## src/rtl/modConstDotPkg.sv

```systemverilog
package modConstDotPkg;

  typedef struct packed {
    logic loadIn;
    logic loadOut;
  } dotStrobe_t;

  // residue of 2^b modulo m, used to replace a lost carry
  function automatic int unsigned carryFold(int unsigned m, int unsigned b);
    longint unsigned p;
    p = longint'(1) << b;
    return int'(p % longint'(m));
  endfunction

  // one entry of a constant-times-residue table
  function automatic int unsigned scaledResidue(int unsigned c, int unsigned a, int unsigned m);
    longint unsigned p;
    p = longint'(c) * longint'(a);
    return int'(p % longint'(m));
  endfunction

endpackage

```

## src/rtl/modConstMulTable.sv

```systemverilog
module modConstMulTable
  import modConstDotPkg::*;
#(
  parameter int unsigned MOD  = 29,
  parameter int unsigned COEF = 3,
  parameter int unsigned B    = 5
) (
  input  logic [B-1:0] residue,
  output logic [B-1:0] product
);

  localparam int unsigned DEPTH = 1 << B;

  logic [B-1:0] tbl [DEPTH];

  // addresses at or above MOD are not residues; tie them to zero
  for (genvar a = 0; a < DEPTH; a++) begin : g_entry
    localparam int unsigned ENTRY = (a < MOD) ? scaledResidue(COEF, a, MOD) : 0;
    assign tbl[a] = B'(ENTRY);
  end

  assign product = tbl[residue];

endmodule

```

## src/rtl/modFoldAdder.sv

```systemverilog
module modFoldAdder
  import modConstDotPkg::*;
#(
  parameter int unsigned MOD = 29,
  parameter int unsigned B   = 5
) (
  input  logic [B-1:0] opA,
  input  logic [B-1:0] opB,
  output logic [B-1:0] sum
);

  localparam logic [B-1:0] FOLD   = B'(carryFold(MOD, B));
  localparam logic [B:0]   MOD_W  = (B+1)'(MOD);
  localparam logic [B-1:0] MOD_LO = B'(MOD);

  logic [B:0]   rawSum;
  logic [B-1:0] folded;

  always_comb begin
    rawSum = {1'b0, opA} + {1'b0, opB};
    // operands below MOD keep low+FOLD inside B bits
    folded = rawSum[B] ? (rawSum[B-1:0] + FOLD) : rawSum[B-1:0];
    sum    = ({1'b0, folded} >= MOD_W) ? (folded - MOD_LO) : folded;
  end

endmodule

```

## src/rtl/modConstDotCtrl.sv

```systemverilog
module modConstDotCtrl
  import modConstDotPkg::*;
(
  input  logic       clk,
  input  logic       rstN,
  input  logic       inValid,
  output dotStrobe_t strobe,
  output logic       outValid
);

  logic stageVld;

  always_ff @(posedge clk or negedge rstN) begin
    if (!rstN) begin
      stageVld <= 1'b0;
      outValid <= 1'b0;
    end else begin
      stageVld <= inValid;
      outValid <= stageVld;
    end
  end

  assign strobe.loadIn  = inValid;
  assign strobe.loadOut = stageVld;

endmodule

```

## src/rtl/modConstDotPath.sv

```systemverilog
module modConstDotPath
  import modConstDotPkg::*;
#(
  parameter int unsigned MOD    = 29,
  parameter int unsigned NTERMS = 4,
  parameter int unsigned CW     = 16,
  parameter logic [NTERMS*CW-1:0] COEFS = '0,
  parameter int unsigned B      = 5
) (
  input  logic                  clk,
  input  logic                  rstN,
  input  dotStrobe_t            strobe,
  input  logic [NTERMS*B-1:0]   xIn,
  output logic [B-1:0]          zOut
);

  logic [B-1:0] xReg  [NTERMS];
  logic [B-1:0] prod  [NTERMS];
  logic [B-1:0] accum [NTERMS];

  always_ff @(posedge clk or negedge rstN) begin
    if (!rstN) begin
      for (int t = 0; t < NTERMS; t++) xReg[t] <= '0;
    end else if (strobe.loadIn) begin
      for (int t = 0; t < NTERMS; t++) xReg[t] <= xIn[t*B +: B];
    end
  end

  for (genvar t = 0; t < NTERMS; t++) begin : g_term
    modConstMulTable #(
      .MOD (MOD),
      .COEF(int'(COEFS[t*CW +: CW])),
      .B   (B)
    ) u_tbl (
      .residue(xReg[t]),
      .product(prod[t])
    );

    if (t == 0) begin : g_head
      assign accum[0] = prod[0];
    end else begin : g_link
      modFoldAdder #(
        .MOD(MOD),
        .B  (B)
      ) u_add (
        .opA(accum[t-1]),
        .opB(prod[t]),
        .sum(accum[t])
      );
    end
  end

  always_ff @(posedge clk or negedge rstN) begin
    if (!rstN) begin
      zOut <= '0;
    end else if (strobe.loadOut) begin
      zOut <= accum[NTERMS-1];
    end
  end

endmodule

```

## src/rtl/modConstDot.sv

```systemverilog
module modConstDot
  import modConstDotPkg::*;
#(
  parameter int unsigned MOD    = 29,
  parameter int unsigned NTERMS = 4,
  parameter int unsigned CW     = 16,
  parameter logic [NTERMS*CW-1:0] COEFS = {16'd10, 16'd28, 16'd17, 16'd3},
  localparam int unsigned B     = $clog2(MOD)
) (
  input  logic                clk,
  input  logic                rstN,
  input  logic                inValid,
  input  logic [NTERMS*B-1:0] xIn,
  output logic                outValid,
  output logic [B-1:0]        zOut
);

  dotStrobe_t strobe;

  modConstDotCtrl u_ctrl (
    .clk     (clk),
    .rstN    (rstN),
    .inValid (inValid),
    .strobe  (strobe),
    .outValid(outValid)
  );

  modConstDotPath #(
    .MOD   (MOD),
    .NTERMS(NTERMS),
    .CW    (CW),
    .COEFS (COEFS),
    .B     (B)
  ) u_path (
    .clk   (clk),
    .rstN  (rstN),
    .strobe(strobe),
    .xIn   (xIn),
    .zOut  (zOut)
  );

endmodule

```

## config.mk

```make
export PLATFORM = sky130hd
export DESIGN_NAME = modConstDot
export DESIGN_NICKNAME = d
export VERILOG_FILES = /design/src/rtl/modConstDotPkg.sv /design/src/rtl/modConstMulTable.sv /design/src/rtl/modFoldAdder.sv /design/src/rtl/modConstDotCtrl.sv /design/src/rtl/modConstDotPath.sv /design/src/rtl/modConstDot.sv
export SDC_FILE = /design/constraint.sdc
export NUM_CORES = 1
export LEC_CHECK = 0
export BUFFER_PORTS_ARGS = -buffer_cell sky130_fd_sc_hd__buf_2
export CAP_MARGIN = 20
export CORE_MARGIN = 10
export CORE_UTILIZATION = 40
export CTS_BUF_LIST = sky130_fd_sc_hd__clkbuf_16
export DETAILED_ROUTE_END_ITERATION = 7
export SYNTH_ARGS = -nofsm -noshare
export SYNTH_HDL_FRONTEND = slang
export SYNTH_SLANG_ARGS = --single-unit
```

## constraint.sdc

```tcl
create_clock -name clk -period 12.5 [get_ports clk]
set_input_delay 1.25 -clock clk [delete_from_list [all_inputs] [get_ports clk]]
set_output_delay 1.25 -clock clk [all_outputs]
set_load 0.02 [all_outputs]
```

==> flow_metrics.py <==
metrics = {
    "outcome": {
        "outcome": "finished clean",
    },
    "floorplanning": {
        "fp.dieW_microns": 114,
        "initial_core_util_pct": 40.8,
        "die_h_microns": 114,
        "rows": 34,
        "io_pins": 29,
        "core_sq_um": 8680,
        "dieArea_sq_um": 13000,
    },
    "clocking": {
        "clkSlewWorstSetupHoldPaths_ps": 80,
        "cts_buffer_depth": 2,
        "clkSinkCount": 27,
        "htree_levels": 1,
        "postCtsHoldBufs": 0,
        "post_cts_buffers": 0,
        "cts_tree": "built",
        "cts_made_buffers": 3,
        "clockRootBuffer": "clkbuf_16",
        "cts_resized": 0,
        "clkLatencyLatePin_ps": 270,
    },
    "finish": {
        "fin_area_sq_um": 3820,
        "area_growth_pct": 8.02,
        "n_antenna_cell": 0,
        "drive_above_1_share_pct": 13.1,
        "nFillCells": 883,
        "seqCellArea_sq_um": 676,
        "multi_input_area_sq_um": 2660,
        "nets": 525,
    },
    "drt": {
        "initialDrtViolationCount": 180,
        "ant_nets": 0,
        "routed-via-count": 3071,
        "viasPerCell": 5.49,
        "drcViolationCount": 0,
        "route.detailed.wl_per_inst_microns": 13.9,
        "dr.pass1.iters": 4,
        "drt_wl_total_microns": 7760,
    },
    "place": {
        "dp_hpwl_microns": 6110,
        "io_buffers": 28,
        "gp_congestion": 0.849,
        "placed_cell_area_sq_um": 3740,
    },
    "timing": {
        "fin_crit_ps": 8490,
        "final_hold_viol_count": 0,
        "worst_pin_slew_ps": 662,
        "rsz0062_at_grt": "false",
        "fin_crit_sh_pct": 67.9,
        "fin_skew_ps": 9.12,
        "fmax_mhz": 118,
        "setup_tns_ps": 0,
        "report.final.setup_viol": 0,
        "maxSlewViolCount": 0,
        "relSlewSlack_pct": 55.9,
    },
    "synthesis": {
        "syn_avg_cell_area_sq_um": 8.06,
        "synthCells": 439,
        "syn_nets": 512,
        "async_reset_ff_share_pct": 100,
        "synth_common_cells": "ha_1 (47), nand2_1 (37), a21oi_1 (36), o21ai_0 (36), inv_1 (33)",
        "synth_ff_type": "dfrtp_1",
        "synth-edff-count": 0,
        "synth_top_area_cell": "dfrtp_1",
        "syn_area_sq_um": 3540,
        "yosys_register_bits": 27,
        "synth_most_common_cell": "ha_1",
        "yosysTopAreaCellShare_pct": 19.1,
        "synth_warnings": 0,
        "ys_seq_area_share_pct": 19.1,
        "synth_area_leaders": "dfrtp_1 (19%), ha_1 (17%), a21oi_1 (5.1%)",
        "synthDistinctLibCells": 61,
    },
    "worst_hold_path": {
        "worstHoldPathType": "flip-flop to flip-flop",
    },
    "setup_path": {
        "crit_fanout": 8,
        "cp.arrival_ps": 8640,
        "end_kind": "flip-flop",
        "cp_common_cell": "ha_1",
        "critPathMaxStageDelay_ps": 490,
        "path_class": "flip-flop to flip-flop",
        "crit_slowest_cell": "dfrtp_1",
        "critPathLaunchType": "flip-flop",
        "crit_required_ps": 12650,
    },
    "global_routing": {
        "globalRouteOverflowTotal": 0,
        "grt_pass1_vias": 2960,
        "grt_use_total_pct": 11.9,
        "grt_first_pass_wirelength_microns": 13500,
        "grt_max_degree": 35,
        "antenna_found_initial": 0,
    },
    "job": {
        "cap_violations": 0,
    },
}
## flip-flops by register name, indices dropped and copies added, names as in the netlist
register	count
u_ctrl.stageVld	1
u_path.zOut	5
u_ctrl.outValid	1
u_path.xReg	20
## kinds of logic after synthesis
| group | synth area share [%] |
|---|---|
| compound gates | 24.8 |
| mux | 10.4 |
| buf+inv | 5.73 |
| flops | 19.1 |
| simple gates | 16.2 |
| xor+xnor | 5.44 |
| fa+ha+maj | 18.3 |
## worst max-delay path: cells and delay by family, from the launching register on
family	cells	cell delay, ps
flip-flops	1	490
multiplexers	6	1640
buffers and inverters	3	290
AND/OR/NAND/NOR	6	1240
AO/OA/AOI/OAI	11	2110
XOR/XNOR	1	460
adder cells (fa/ha/maj)	7	2140
## layout make-up
type / instances / area share [%]
clock inverter: 1 / 0.229
multi-input combinational: 358 / 69.6
tap: 108 / 3.53
timing repair buffer: 28 / 3.66
inverter: 34 / 3.34
sequential: 27 / 17.7
clock buffer: 3 / 1.96
## through the flow
step           utilization (%)  setup WS [ps]  std cells  hold WS, ps
6_report                  44.1           4010        559          504
5_1_grt                   44.1           3200        559          549
4_1_cts                   44.1           4030        559          511
3_5_place_dp              43.1           4070        555          494
3_3_place_gp              43.1           4330        555          484
2_1_floorplan                -           4850        439          352
## path summary, 6_finish.rpt
path,start,end,slack (ps),cells past startpoint
min in group asynchronous,rstN,u_path.xReg[12],1000,1
hold reg to reg,u_path.zOut[3],u_path.zOut[3],500,1
setup reg to reg,u_path.xReg[11],u_path.zOut[0],4010,34
max in group asynchronous,rstN,u_path.xReg[5],11060,1
hold / removal,u_path.zOut[3],u_path.zOut[3],500,1
setup / recovery,u_path.xReg[11],u_path.zOut[0],4010,34
## layer usage
metal | share of wire, % | global-route usage [%] | up-vias
met5 | 0 | 0 | -
met4 | 0.17 | 0.835 | 0
met3 | 2.5 | 2.04 | 2
met2 | 48 | 20.6 | 36
met1 | 49 | 15.8 | 1432
li1 | - | - | 1601
## placed cells by master (no fill, tap or decap), types with 4 or more instances in the layout
cell	netlist	routed
a21oi_1	36	36
a21o_1	8	8
nand4_1	4	4
nor2_1	32	32
nor2b_1	7	7
a211oi_1	15	15
nand2b_1	6	6
a311oi_1	5	5
o21ai_0	36	36
a31oi_1	7	7
dfrtp_1	27	27
inv_1	33	33
nand2_1	37	37
ha_1	47	47
mux2i_1	14	14
nand3_1	5	5
nor3_1	6	6
buf_2	0	28
xnor2_1	19	19
mux2_2	14	14
Power is left out: the tool's default activity adds up to more than one toggle a clock period on the data nets, which glitch-free logic cannot reach.
